--- config.mk ---
export PLATFORM = sky130hd
export DESIGN_NAME = usbphy_ctl_bank
export DESIGN_NICKNAME = d
export VERILOG_FILES = /design/src/rtl/usbphy_bank_pkg.sv /design/src/rtl/usbphy_sync.sv /design/src/rtl/usbphy_mreg.sv /design/src/rtl/usbphy_evt_bank.sv /design/src/rtl/usbphy_ctl_bank.sv
export SDC_FILE = /design/constraint.sdc
export NUM_CORES = 1
export LEC_CHECK = 0
export BUFFER_PORTS_ARGS = -buffer_cell sky130_fd_sc_hd__buf_2
export CAP_MARGIN = 10
export CELL_PAD_IN_SITES_DETAIL_PLACEMENT = 0
export CELL_PAD_IN_SITES_GLOBAL_PLACEMENT = 1
export CORE_UTILIZATION = 37
export DETAILED_ROUTE_END_ITERATION = 10
export PLACE_DENSITY = 0.8
export SYNTH_ARGS = -nofsm -noshare
export SYNTH_HDL_FRONTEND = slang
export SYNTH_HIERARCHICAL = 1
export SYNTH_SLANG_ARGS = --single-unit
--- constraint.sdc ---
create_clock -name clk -period 1.5 [get_ports clk]
set_clock_uncertainty 0.05 [all_clocks]
set_input_delay 0.225 -clock clk [delete_from_list [all_inputs] [get_ports clk]]
set_output_delay 0.225 -clock clk [all_outputs]
set_load 0.005 [all_outputs]
--- src/rtl/usbphy_bank_pkg.sv ---
package usbphy_bank_pkg;
  localparam int BUS_W  = 32;
  localparam int HALF_W = BUS_W / 2;
  localparam int N_EVT  = 10;
  localparam int N_RAW  = 10;

  // word indices inside the bank
  localparam int WI_OTG_CTRL  = 0;
  localparam int WI_HOST_CTRL = 1;
  localparam int WI_CHG_CTRL  = 2;
  localparam int WI_LEVELS    = 3;
  localparam int WI_EVT_EN    = 4;
  localparam int WI_EVT_STS   = 5;
  localparam int WI_EVT_CLR   = 6;

  // raw input order on the synchronizer vector
  localparam int RI_BVALID   = 0;
  localparam int RI_IDDIG    = 1;
  localparam int RI_OTG_DIS  = 2;
  localparam int RI_HOST_DIS = 3;
  localparam int RI_OTG_LS   = 4;
  localparam int RI_HOST_LS  = 5;
  localparam int RI_OTG_CV   = 6;
  localparam int RI_OTG_CC   = 7;
  localparam int RI_HOST_CV  = 8;
  localparam int RI_HOST_CC  = 9;

  // event bit positions (shared by enable, status, clear)
  localparam int EV_OTG_LS    = 0;
  localparam int EV_HOST_LS   = 1;
  localparam int EV_BV_RISE   = 2;
  localparam int EV_BV_FALL   = 3;
  localparam int EV_ID_RISE   = 4;
  localparam int EV_ID_FALL   = 5;
  localparam int EV_ODIS_RISE = 6;
  localparam int EV_ODIS_FALL = 7;
  localparam int EV_HDIS_RISE = 8;
  localparam int EV_HDIS_FALL = 9;

  // level word bit positions
  localparam int LB_BVALID   = 9;
  localparam int LB_IDDIG    = 6;
  localparam int LB_OTG_DIS  = 7;
  localparam int LB_OTG_CV   = 12;
  localparam int LB_OTG_CC   = 13;
  localparam int LB_HOST_DIS = 23;
  localparam int LB_HOST_CV  = 28;
  localparam int LB_HOST_CC  = 29;

  // control field layout
  localparam int OTG_SUS_W  = 9;
  localparam int HOST_SUS_W = 4;
  localparam int OC_PULLUP  = 9;
  localparam int OC_CLKKEEP = 10;
  localparam int HC_CLKKEEP = 4;
  localparam int CC_OTG_EN  = 0;
  localparam int CC_OTG_RST = 1;
  localparam int CC_HST_EN  = 2;
  localparam int CC_HST_RST = 3;

  localparam logic [HALF_W-1:0] IMPL_OTG  = 16'h07FF;
  localparam logic [HALF_W-1:0] IMPL_HOST = 16'h001F;
  localparam logic [HALF_W-1:0] IMPL_CHG  = 16'h000F;
  localparam logic [HALF_W-1:0] IMPL_EVT  = HALF_W'((1 << N_EVT) - 1);
endpackage

--- src/rtl/usbphy_sync.sv ---
module usbphy_sync #(
  parameter int N = 10
) (
  input  logic         clk,
  input  logic         rst,
  input  logic [N-1:0] async_i,
  output logic [N-1:0] sync_o,
  output logic [N-1:0] prev_o
);
  logic [N-1:0] meta_q;
  logic [N-1:0] sync_q;
  logic [N-1:0] prev_q;

  for (genvar i = 0; i < N; i++) begin : g_bit
    always_ff @(posedge clk) begin
      if (rst) begin
        meta_q[i] <= 1'b0;
        sync_q[i] <= 1'b0;
        prev_q[i] <= 1'b0;
      end else begin
        meta_q[i] <= async_i[i];
        sync_q[i] <= meta_q[i];
        prev_q[i] <= sync_q[i];
      end
    end
  end

  assign sync_o = sync_q;
  assign prev_o = prev_q;
endmodule

--- src/rtl/usbphy_mreg.sv ---
module usbphy_mreg #(
  parameter int                 HALF_W = 16,
  parameter logic [HALF_W-1:0]  IMPL   = '1,
  parameter logic [HALF_W-1:0]  RST    = '0
) (
  input  logic                  clk,
  input  logic                  rst,
  input  logic                  wr_i,
  input  logic [2*HALF_W-1:0]   wdata_i,
  output logic [HALF_W-1:0]     q_o
);
  logic [HALF_W-1:0] q;
  logic [HALF_W-1:0] wmask;
  logic [HALF_W-1:0] wval;

  assign wmask = wdata_i[2*HALF_W-1:HALF_W];
  assign wval  = wdata_i[HALF_W-1:0];

  always_ff @(posedge clk) begin
    if (rst) begin
      q <= RST & IMPL;
    end else if (wr_i) begin
      q <= ((q & ~wmask) | (wval & wmask)) & IMPL;
    end
  end

  assign q_o = q;

  // no write strobe, no change
  p_hold_r2: assert property (@(posedge clk) disable iff (rst)
    !wr_i |=> $stable(q));

  // a write with an empty mask leaves the register untouched
  p_nomask_r2: assert property (@(posedge clk) disable iff (rst)
    (wr_i && (wmask == '0)) |=> $stable(q));

  // unimplemented bits stay zero
  p_impl_r2: assert property (@(posedge clk) disable iff (rst)
    (q & ~IMPL) == '0);
endmodule

--- src/rtl/usbphy_evt_bank.sv ---
module usbphy_evt_bank #(
  parameter int N = 10
) (
  input  logic         clk,
  input  logic         rst,
  input  logic [N-1:0] evt_i,
  input  logic [N-1:0] en_i,
  input  logic [N-1:0] clr_i,
  output logic [N-1:0] sts_o,
  output logic         irq_o
);
  logic [N-1:0] sts_q;
  logic [N-1:0] sts_d;
  logic         irq_q;

  always_comb begin
    sts_d = (sts_q | (evt_i & en_i)) & ~clr_i;
  end

  always_ff @(posedge clk) begin
    if (rst) begin
      sts_q <= '0;
      irq_q <= 1'b0;
    end else begin
      sts_q <= sts_d;
      irq_q <= |(sts_q & en_i);
    end
  end

  assign sts_o = sts_q;
  assign irq_o = irq_q;

  // a cleared bit reads zero next cycle even if an edge arrived
  p_clr_wins_r8: assert property (@(posedge clk) disable iff (rst)
    (clr_i != '0) |=> ((sts_q & $past(clr_i)) == '0));

  // pending bits that were not cleared remain pending
  p_sticky_r7: assert property (@(posedge clk) disable iff (rst)
    1'b1 |=> ((sts_q & $past(sts_q & ~clr_i)) == $past(sts_q & ~clr_i)));

  // no bit becomes pending while its enable was low
  p_needs_en_r6: assert property (@(posedge clk) disable iff (rst)
    1'b1 |=> ((sts_q & ~$past(sts_q) & ~$past(en_i)) == '0));

  // nothing enabled and pending means interrupt low next cycle
  p_irq_quiet_r9: assert property (@(posedge clk) disable iff (rst)
    ((sts_q & en_i) == '0) |=> !irq_o);
endmodule

--- src/rtl/usbphy_ctl_bank.sv ---
module usbphy_ctl_bank
  import usbphy_bank_pkg::*;
#(
  parameter int ADDR_W = 5
) (
  input  logic                  clk,
  input  logic                  rst,
  input  logic                  bus_wr,
  input  logic [ADDR_W-1:0]     bus_addr,
  input  logic [BUS_W-1:0]      bus_wdata,
  output logic [BUS_W-1:0]      bus_rdata,
  input  logic                  phy_bvalid,
  input  logic                  phy_iddig,
  input  logic                  phy_otg_discon,
  input  logic                  phy_host_discon,
  input  logic                  phy_otg_ls,
  input  logic                  phy_host_ls,
  input  logic                  phy_otg_chg_valid,
  input  logic                  phy_otg_chg_conn,
  input  logic                  phy_host_chg_valid,
  input  logic                  phy_host_chg_conn,
  output logic [OTG_SUS_W-1:0]  otg_sus_o,
  output logic [HOST_SUS_W-1:0] host_sus_o,
  output logic                  id_pullup_o,
  output logic                  otg_clk_keep_o,
  output logic                  host_clk_keep_o,
  output logic                  otg_chg_en_o,
  output logic                  otg_chg_rst_o,
  output logic                  host_chg_en_o,
  output logic                  host_chg_rst_o,
  output logic                  irq_o
);
  localparam int WORD_W = ADDR_W - 2;
  localparam logic [HALF_W-1:0] RST_OTG  = 16'h01D9;
  localparam logic [HALF_W-1:0] RST_HOST = 16'h0009;
  localparam logic [HALF_W-1:0] RST_CHG  = 16'h000A;

  logic [WORD_W-1:0] word;
  logic              unused_addr_lsb;
  logic              unused_wdata_hi;

  assign word            = bus_addr[ADDR_W-1:2];
  assign unused_addr_lsb = ^bus_addr[1:0];

  function automatic logic hit(input logic [WORD_W-1:0] w, input int idx);
    return w == WORD_W'(idx);
  endfunction

  logic wr_otg, wr_host, wr_chg, wr_en, wr_clr;
  assign wr_otg  = bus_wr && hit(word, WI_OTG_CTRL);
  assign wr_host = bus_wr && hit(word, WI_HOST_CTRL);
  assign wr_chg  = bus_wr && hit(word, WI_CHG_CTRL);
  assign wr_en   = bus_wr && hit(word, WI_EVT_EN);
  assign wr_clr  = bus_wr && hit(word, WI_EVT_CLR);

  // control and enable registers
  logic [HALF_W-1:0] otg_q, host_q, chg_q, en_q;

  usbphy_mreg #(.HALF_W(HALF_W), .IMPL(IMPL_OTG), .RST(RST_OTG)) u_otg (
    .clk(clk), .rst(rst), .wr_i(wr_otg), .wdata_i(bus_wdata), .q_o(otg_q));
  usbphy_mreg #(.HALF_W(HALF_W), .IMPL(IMPL_HOST), .RST(RST_HOST)) u_host (
    .clk(clk), .rst(rst), .wr_i(wr_host), .wdata_i(bus_wdata), .q_o(host_q));
  usbphy_mreg #(.HALF_W(HALF_W), .IMPL(IMPL_CHG), .RST(RST_CHG)) u_chg (
    .clk(clk), .rst(rst), .wr_i(wr_chg), .wdata_i(bus_wdata), .q_o(chg_q));
  usbphy_mreg #(.HALF_W(HALF_W), .IMPL(IMPL_EVT), .RST('0)) u_en (
    .clk(clk), .rst(rst), .wr_i(wr_en), .wdata_i(bus_wdata), .q_o(en_q));

  assign otg_sus_o       = otg_q[OTG_SUS_W-1:0];
  assign id_pullup_o     = otg_q[OC_PULLUP];
  assign otg_clk_keep_o  = otg_q[OC_CLKKEEP];
  assign host_sus_o      = host_q[HOST_SUS_W-1:0];
  assign host_clk_keep_o = host_q[HC_CLKKEEP];
  assign otg_chg_en_o    = chg_q[CC_OTG_EN];
  assign otg_chg_rst_o   = chg_q[CC_OTG_RST];
  assign host_chg_en_o   = chg_q[CC_HST_EN];
  assign host_chg_rst_o  = chg_q[CC_HST_RST];

  // input synchronization
  logic [N_RAW-1:0] raw, lvl, prv;
  always_comb begin
    raw              = '0;
    raw[RI_BVALID]   = phy_bvalid;
    raw[RI_IDDIG]    = phy_iddig;
    raw[RI_OTG_DIS]  = phy_otg_discon;
    raw[RI_HOST_DIS] = phy_host_discon;
    raw[RI_OTG_LS]   = phy_otg_ls;
    raw[RI_HOST_LS]  = phy_host_ls;
    raw[RI_OTG_CV]   = phy_otg_chg_valid;
    raw[RI_OTG_CC]   = phy_otg_chg_conn;
    raw[RI_HOST_CV]  = phy_host_chg_valid;
    raw[RI_HOST_CC]  = phy_host_chg_conn;
  end

  usbphy_sync #(.N(N_RAW)) u_sync (
    .clk(clk), .rst(rst), .async_i(raw), .sync_o(lvl), .prev_o(prv));

  // edge events
  logic [N_EVT-1:0] evt;
  always_comb begin
    evt               = '0;
    evt[EV_OTG_LS]    = lvl[RI_OTG_LS]  ^ prv[RI_OTG_LS];
    evt[EV_HOST_LS]   = lvl[RI_HOST_LS] ^ prv[RI_HOST_LS];
    evt[EV_BV_RISE]   =  lvl[RI_BVALID]   & ~prv[RI_BVALID];
    evt[EV_BV_FALL]   = ~lvl[RI_BVALID]   &  prv[RI_BVALID];
    evt[EV_ID_RISE]   =  lvl[RI_IDDIG]    & ~prv[RI_IDDIG];
    evt[EV_ID_FALL]   = ~lvl[RI_IDDIG]    &  prv[RI_IDDIG];
    evt[EV_ODIS_RISE] =  lvl[RI_OTG_DIS]  & ~prv[RI_OTG_DIS];
    evt[EV_ODIS_FALL] = ~lvl[RI_OTG_DIS]  &  prv[RI_OTG_DIS];
    evt[EV_HDIS_RISE] =  lvl[RI_HOST_DIS] & ~prv[RI_HOST_DIS];
    evt[EV_HDIS_FALL] = ~lvl[RI_HOST_DIS] &  prv[RI_HOST_DIS];
  end

  logic [N_EVT-1:0] clr_vec, sts;
  assign clr_vec = wr_clr ? (bus_wdata[N_EVT-1:0] & bus_wdata[HALF_W+N_EVT-1:HALF_W])
                          : '0;
  assign unused_wdata_hi = ^{bus_wdata[BUS_W-1:HALF_W+N_EVT], en_q[HALF_W-1:N_EVT]};

  usbphy_evt_bank #(.N(N_EVT)) u_evt (
    .clk(clk), .rst(rst), .evt_i(evt), .en_i(en_q[N_EVT-1:0]),
    .clr_i(clr_vec), .sts_o(sts), .irq_o(irq_o));

  // level word
  logic [BUS_W-1:0] lvl_word;
  always_comb begin
    lvl_word              = '0;
    lvl_word[LB_BVALID]   = lvl[RI_BVALID];
    lvl_word[LB_IDDIG]    = lvl[RI_IDDIG];
    lvl_word[LB_OTG_DIS]  = lvl[RI_OTG_DIS];
    lvl_word[LB_HOST_DIS] = lvl[RI_HOST_DIS];
    lvl_word[LB_OTG_CV]   = lvl[RI_OTG_CV];
    lvl_word[LB_OTG_CC]   = lvl[RI_OTG_CC];
    lvl_word[LB_HOST_CV]  = lvl[RI_HOST_CV];
    lvl_word[LB_HOST_CC]  = lvl[RI_HOST_CC];
  end

  // registered read mux
  logic [BUS_W-1:0] rd_d, rd_q;
  always_comb begin
    rd_d = '0;
    if (hit(word, WI_OTG_CTRL))       rd_d = BUS_W'(otg_q);
    else if (hit(word, WI_HOST_CTRL)) rd_d = BUS_W'(host_q);
    else if (hit(word, WI_CHG_CTRL))  rd_d = BUS_W'(chg_q);
    else if (hit(word, WI_LEVELS))    rd_d = lvl_word;
    else if (hit(word, WI_EVT_EN))    rd_d = BUS_W'(en_q);
    else if (hit(word, WI_EVT_STS))   rd_d = BUS_W'(sts);
  end

  always_ff @(posedge clk) begin
    if (rst) rd_q <= '0;
    else     rd_q <= rd_d;
  end
  assign bus_rdata = rd_q;

  logic unmapped;
  assign unmapped = (word > WORD_W'(WI_EVT_STS));

  // clear-register and unmapped reads return zero
  p_unmapped_zero_r11: assert property (@(posedge clk) disable iff (rst)
    unmapped |=> (bus_rdata == '0));

  // the charger detectors stay in reset until software releases them
  p_chg_rst_hold_r3: assert property (@(posedge clk) disable iff (rst)
    (otg_chg_rst_o && !wr_chg) |=> otg_chg_rst_o);
endmodule

**Word-level counts from Yosys, hierarchy flattened**

Cells that the tools add are included.

- Register bits after elaboration: 99
- Input port bits: 50
- Output and inout bits: 53
- Word-level logic and storage cells: 93

- Equal/unequal tests: 6
- Multiplexer cells: 7
- Bitwise logic cells: 34
- Reduce and logical (&&, ||, !) cells: 9

Operators with widths:

| cell | number |
|---|---|
| $and 10x10->10 | 5 |
| $mux 11 | 3 |
| $mux 10 | 3 |
| $mux 30 | 1 |
| $and 11x11->11 | 2 |
| $or 10x10->10 | 2 |
| $not 11->11 | 1 |
| $or 11x11->11 | 1 |
| $not 10->10 | 1 |
| $reduce_or 10->1 | 1 |
| $eq 3x3->1 const B | 3 |
| $and 1x1->1 | 8 |
| $not 1->1 | 8 |
| $eq 3x2->1 const B | 2 |
| $reduce_or 6->1 | 1 |
| $and 5x5->5 | 1 |
| $logic_and 1x1->1 | 5 |
| $or 5x5->5 | 1 |
| $and 4x4->4 | 1 |
| $or 4x4->4 | 1 |
| $reduce_or 4->1 | 1 |
| $eq 3x1->1 const B | 1 |
| $logic_not 3->1 | 1 |
| $xor 1x1->1 | 2 |

**Logic depth before layout (Yosys ltp)**

Gate-level depths: netlist of the first run.

- Depth after elaboration: 7
- Mapped depth: 7
- Gate-level depth less buffers: 5

**Hierarchy**

The synthesis of the first run kept the hierarchy.

Modules (own cells, without submodules):

| module | instances | cells each | area each (um2) | seq. area each (um2) |
|---|---|---|---|---|
| usbphy_ctl_bank | 1 | 189 | 1493.9 | 380.4 |
| usbphy_sync | 1 | 63 | 882.1 | 600.6 |
| usbphy_mreg at u_en | 1 | 50 | 510.5 | 200.2 |
| usbphy_mreg at u_otg | 1 | 47 | 483.0 | 220.2 |
| usbphy_evt_bank | 1 | 38 | 387.9 | 220.2 |
| usbphy_mreg at u_host | 1 | 31 | 296.5 | 100.1 |
| usbphy_mreg at u_chg | 1 | 28 | 267.8 | 80.1 |

**Worst setup path after synthesis of the first run**

No wires, ideal clock.

- Path type: input -> register
- Start point: in bus_addr[3]
- End point: reg (tool-made name)
- Library setup time: 122 ps
- Arrival time: 1308 ps
- Data required time: 1328 ps
- Setup slack: 20 ps
- Stages on the path: 6
- Buffers on the path: 2
- Path through: buf_6 > nor2_1 > and3_1 > buf_4 > a21boi_1 > a311o_1

RTL lines:

| item | line | text |
|---|---|---|
| start: declaration | usbphy_ctl_bank.sv:9 | `input logic [ADDR_W-1:0] bus_addr,` |

==> results of run 1 <==
[power groups by stage]
| stage | clock (uW) | sequential (uW) | combinational, uW |
|---|---|---|---|
| 3_5_place_dp | 0 | 2430 | 508 |
| 5_1_grt | 2440 | 2380 | 562 |
| 6_report | 2270 | 2380 | 510 |
| 3_3_place_gp | 0 | 2430 | 498 |
| 4_1_cts | 2330 | 2380 | 511 |
| 2_1_floorplan | 0 | 2430 | 381 |
[per-stage QoR]
| step | cell area (um^2) | setup TNS (ps) | utilization | hold slack (ps) |
|---|---|---|---|---|
| finish | 4960 | 0 | 0.454 | 46.4 |
| global route | 4960 | 0 | 0.454 | 32.3 |
| CTS | 4960 | 0 | 0.454 | 36.8 |
| detailed placement | 4650 | -237 | 0.425 | 362 |
| global placement | 4650 | -11.8 | 0.425 | 363 |
| floorplan | 4360 | 0 | - | 244 |
[worst max-delay path by stage]
| stage | startpoint | end | slack (ps) | depth (start not counted) |
|---|---|---|---|---|
| 2_1_floorplan | bus_addr[3] | flop | 20 | 6 |
| 3_3_place_gp | bus_addr[3] | flop | -5 | 6 |
| 3_5_place_dp | bus_addr[3] | flop | -70 | 6 |
| 4_1_cts | bus_addr[3] | flop | 280 | 6 |
| 5_1_grt | bus_addr[3] | flop | 230 | 6 |
| 6_report | bus_addr[3] | flop | 270 | 6 |
[routing by layer]
| metal | track usage | part of all wire | vias to the layer above |
|---|---|---|---|
| met4 | 0.0541 | 0.013 | 0 |
| met2 | 0.274 | 0.46 | 83 |
| li1 | - | - | 1607 |
| met5 | 0 | 0 | - |
| met3 | 0.0424 | 0.048 | 11 |
| met1 | 0.221 | 0.48 | 1489 |
[final cells by class]
cell class	instances	share of cell area
Timing Repair Buffer	104	0.132
Clock buffer	12	0.0517
Clock inverter	4	0.0111
Tap cell	140	0.0353
Inverter	6	0.00454
Sequential cell	86	0.347
Multi-Input combinational cell	318	0.419
==> results.py, run 1 <==
metrics = {
    "pwr": {
        "p_clk_frac": 0.441,
        "switchingPower_uw": 1200,
        "combPwrFrac": 0.099,
        "power_density_nw_per_um2": 1040,
        "finalPower_uw": 5160,
        "ir_drop_v": 0.000552,
        "p_int_uw": 3970,
        "p_sw_frac": 0.232,
        "seq_power_share": 0.461,
        "leakage_uw": 0.00218,
    },
    "yosys": {
        "synth.avg_cell_area_um2": 9.60,
        "ys_warn_count": 6,
        "syn_area_um2": 4210,
        "syn_inst": 438,
    },
    "hold_path": {
        "min_path_type": "input port to flop",
        "hold_start": "phy_host_chg_valid",
        "holdPathEnd": "u_sync/meta_q[8]",
        "min_path_cells": 2,
    },
    "critical_path": {
        "cp_top_family": "simple AND/OR/NAND/NOR gates",
        "r2r-start": "u_evt/sts_o[5]",
        "path_cells": "buf_2, nor2_1, and3_1, buf_12, a21boi_1, a311o_1",
        "crit_path_max_fanout": 14,
        "crit_path_end_kind": "flop",
        "critPathKind": "input port to flop",
        "r2r_cells": 3,
        "reg2reg_slack_ps": 380,
        "crit_required_ps": 1670,
        "slowest_stage": "and3_1",
        "cpPeakStageDelay_ps": 350,
        "cp.buffers_inverters": 2,
        "rr_endpoint": "u_evt/irq_o",
        "crit_arrival_ps": 1400,
        "start_kind": "input port",
    },
    "floorplanning": {
        "initial_utilization": 0.385,
        "core_um2": 10900,
        "die_w_um": 109,
        "dieArea_um2": 11800,
        "row_count": 38,
        "die_y_um": 109,
        "io_pins": 103,
    },
    "clock_network": {
        "ctsHoldBuffers": 0,
        "cts_buffers": 9,
        "clock_path_buffers": 2,
        "cts_max_level": 3,
        "clock-sinks": 86,
        "cts_setup_buffers": 0,
        "clk_latency_ps": 330,
        "cts_resized": 0,
        "root_buffer": "clkbuf_16",
        "cts.clk_slew.worst_paths_ps": 60,
        "cts_tree": "yes",
    },
    "place": {
        "port_buffers": 77,
        "dpl.hpwl_um": 6990,
        "place_ws_ps": -72.6,
        "gp_congestion": 0.763,
        "dpl.cell_count": 654,
    },
    "sta": {
        "timing.final.crit_share": 0.818,
        "fmax_ghz": 0.815,
        "final_hold_viol_count": 0,
        "finalWorstSetupSlack_ps": 273,
        "final.min_clock_period_ps": 1230,
        "slew_viol_final": 0,
        "finalSetupViolCount": 0,
        "rsz0062_at_grt": "no",
    },
    "grt": {
        "track_usage": 0.170,
        "grt_pass1_wl_um": 15200,
        "antenna_found_initial": 0,
        "grt_max_degree": 22,
        "first_global_vias": 3113,
        "grt_overflow_total": 0,
    },
    "finish": {
        "layout_commonest_cell": "dfxtp_1",
        "final_cells": 670,
        "nets": 575,
        "nFillCells": 1063,
        "antenna_cells": 0,
        "layout.area.seq_um2": 1720,
        "multi_input_area_um2": 2080,
        "area_delta_synth_final_pct": 18.0,
        "drive_gt1_frac": 0.328,
        "final_cell_mix": "86 x dfxtp_1, 76 x buf_2, 47 x conb_1",
    },
    "detailed_routing": {
        "wl_um": 9410,
        "viasPerCell": 4.76,
        "drt-initial-drc-count": 167,
        "dr.pass1.iters": 4,
        "vias": 3190,
        "antenna_left": 0,
        "drcViolationCount": 0,
        "wl_per_cell_um": 14.0,
    },
    "flow_run": {
        "drv_cap": 0,
    },
    "status": {
        "status": "complete, no violations",
    },
}
Power figures use the tool's default switching activity.
==> inputs of run 2 (changes only) <==
--- a/config.mk
+++ b/config.mk
@@ -5,13 +5,14 @@
 export SDC_FILE = /design/constraint.sdc
 export NUM_CORES = 1
 export LEC_CHECK = 0
+export ABC_AREA = 1
 export BUFFER_PORTS_ARGS = -buffer_cell sky130_fd_sc_hd__buf_2
 export CAP_MARGIN = 10
 export CELL_PAD_IN_SITES_DETAIL_PLACEMENT = 0
 export CELL_PAD_IN_SITES_GLOBAL_PLACEMENT = 1
-export CORE_UTILIZATION = 37
+export CORE_UTILIZATION = 34
 export DETAILED_ROUTE_END_ITERATION = 10
-export PLACE_DENSITY = 0.8
+export PLACE_DENSITY = 0.79
 export SYNTH_ARGS = -nofsm -noshare
 export SYNTH_HDL_FRONTEND = slang
 export SYNTH_HIERARCHICAL = 1
==> constraint.sdc (replaced) <==
create_clock -name clk -period 1.1 [get_ports clk]
set_clock_uncertainty 0.05 [all_clocks]
set_input_delay 0.165 -clock clk [delete_from_list [all_inputs] [get_ports clk]]
set_output_delay 0.165 -clock clk [all_outputs]
set_load 0.005 [all_outputs]
==> results.py, run 2 <==
metrics = {
    "pwr": {
        "power_density_nw_per_um2": 1400,
        "leakage_uw": 0.00292,
        "ir_drop_v": 0.000645,
    },
    "detailed_routing": {
        "vias": 3981,
        "dr.pass1.iters": 4,
        "wl_per_cell_um": 11.4,
        "viasPerCell": 4.24,
        "wl_um": 10700,
        "drcViolationCount": 0,
        "antenna_left": 0,
        "drt-initial-drc-count": 216,
    },
    "clock_network": {
        "clock_path_buffers": 2,
        "clk_latency_ps": 340,
        "cts_tree": "yes",
        "root_buffer": "clkbuf_16",
        "cts_setup_buffers": 0,
        "cts_max_level": 3,
        "cts_buffers": 9,
        "cts.clk_slew.worst_paths_ps": 70,
        "clock-sinks": 86,
    },
    "sta": {
        "final.min_clock_period_ps": 1070,
        "setup_tns_ps": 0,
        "slew_viol_final": 0,
        "finalWorstSetupSlack_ps": 25.4,
        "whs_ps": -1.23,
        "finalSetupViolCount": 0,
        "timing.final.crit_share": 0.977,
        "rsz0062_at_grt": "no",
        "fmax_ghz": 0.931,
        "final_hold_viol_count": 1,
    },
    "critical_path": {
        "crit_required_ps": 880,
        "path_cells": "buf_2",
        "cpPeakStageDelay_ps": 380,
        "crit_arrival_ps": 860,
        "critPathKind": "flop to primary output",
        "crit_path_end_kind": "primary output",
        "rr_endpoint": "u_evt/irq_o",
        "slowest_stage": "dfxtp_1",
        "start_kind": "flop",
        "cp.buffers_inverters": 1,
        "r2r_cells": 6,
        "cp_top_family": "flip-flops",
        "reg2reg_slack_ps": 120,
        "crit_path_max_fanout": 3,
    },
    "finish": {
        "area_delta_synth_final_pct": 24.1,
        "layout_commonest_cell": "nand2_1",
        "antenna_cells": 0,
        "finalInstanceArea_um2": 5460,
        "layout.area.seq_um2": 1730,
        "multi_input_area_um2": 1960,
        "fin_util": 0.432,
        "final_cell_mix": "136 x nand2_1, 124 x nor2_1, 93 x inv_1",
        "nFillCells": 1354,
        "nets": 812,
        "drive_gt1_frac": 0.218,
    },
    "yosys": {
        "syn_inst": 653,
        "ys_warn_count": 6,
        "syn_area_um2": 4400,
        "synth.avg_cell_area_um2": 6.74,
    },
    "hold_path": {
        "min_path_cells": 3,
        "hold_start": "bus_wdata[10]",
        "min_path_type": "input port to flop",
    },
    "grt": {
        "grt_max_degree": 29,
        "antenna_found_initial": 0,
        "track_usage": 0.169,
        "first_global_vias": 3633,
        "grt_pass1_wl_um": 17300,
        "grt_overflow_total": 0,
    },
    "floorplanning": {
        "dieArea_um2": 13400,
        "die_w_um": 116,
        "die_y_um": 116,
        "io_pins": 103,
        "core_um2": 12600,
        "row_count": 41,
        "initial_utilization": 0.349,
    },
    "status": {
        "failed_checks": "negative hold slack",
        "status": "finished with violations",
    },
    "place": {
        "place_ws_ps": -208,
        "gp_congestion": 0.800,
        "place_area_um2": 5000,
        "dpl.hpwl_um": 8060,
        "port_buffers": 77,
    },
    "flow_run": {
        "drv_cap": 0,
    },
}
-- run 2: cell types whose count changed in the layout (fill, tap and decap cells not counted), moves of 16 or more --
cell	previous run	this run
inv_1	4	93
nand3_1	20	39
nor2_1	33	124
nand4_1	0	17
a21oi_1	30	5
nor3_1	23	1
mux2i_1	16	0
nand2_1	1	136
nor2b_2	20	0
o21ai_0	0	36
-- run 2: repair_timing --
item	4_1_cts	5_1_grt
endpoints found under the hold margin	10	0
resized for setup	1	3
pin swaps	0	0
hold buffers	10	0
setup endpoints to repair	1	3
gates cloned	0	0
-- run 2: per-stage QoR --
stage | hold slack (ps) | power (uW) | cells
floorplan | 222 | 3860 | 695
finish | -1.23 | 7620 | 939
detailed placement | 323 | 4060 | 913
CTS | 1.75 | 7700 | 939
global route | 19.6 | 7940 | 939
global placement | 316 | 4050 | 913
-- run 2: layout make-up --
type / count / share of cell area
clock inverter: 7 / 0.0232
tap: 172 / 0.0394
inverter: 101 / 0.0711
multi-input combinational: 438 / 0.359
clock buffer: 9 / 0.0413
timing repair buffer: 126 / 0.150
sequential: 86 / 0.316
-- run 2: worst max-delay path by stage --
stage / startpoint / to / slack (ps) / cells after the start
global placement: bus_addr[3] / bus_rdata[0] / -190 / 8
finish: flop / id_pullup_o / 30 / 1
CTS: flop / host_clk_keep_o / 9 / 1
floorplan: bus_addr[4] / flop / -70 / 8
detailed placement: bus_addr[2] / bus_rdata[2] / -210 / 6
global route: flop / otg_sus_o[4] / 2 / 1
-- run 2: per-layer routing --
metal / vias up / track usage / share of wire
met5: - / 0 / 0
met4: 0 / 0.0632 / 0.018
met3: 14 / 0.0345 / 0.047
met2: 91 / 0.279 / 0.46
met1: 1767 / 0.218 / 0.47
li1: 2109 / - / -
-- run 2: power by group --
group | internal, uW | leakage (uW) | switching, uW
logic | 309 | 0.00205 | 443
clock network | 2250 | 0.000169 | 1350
registers | 3210 | 0.000702 | 52.1
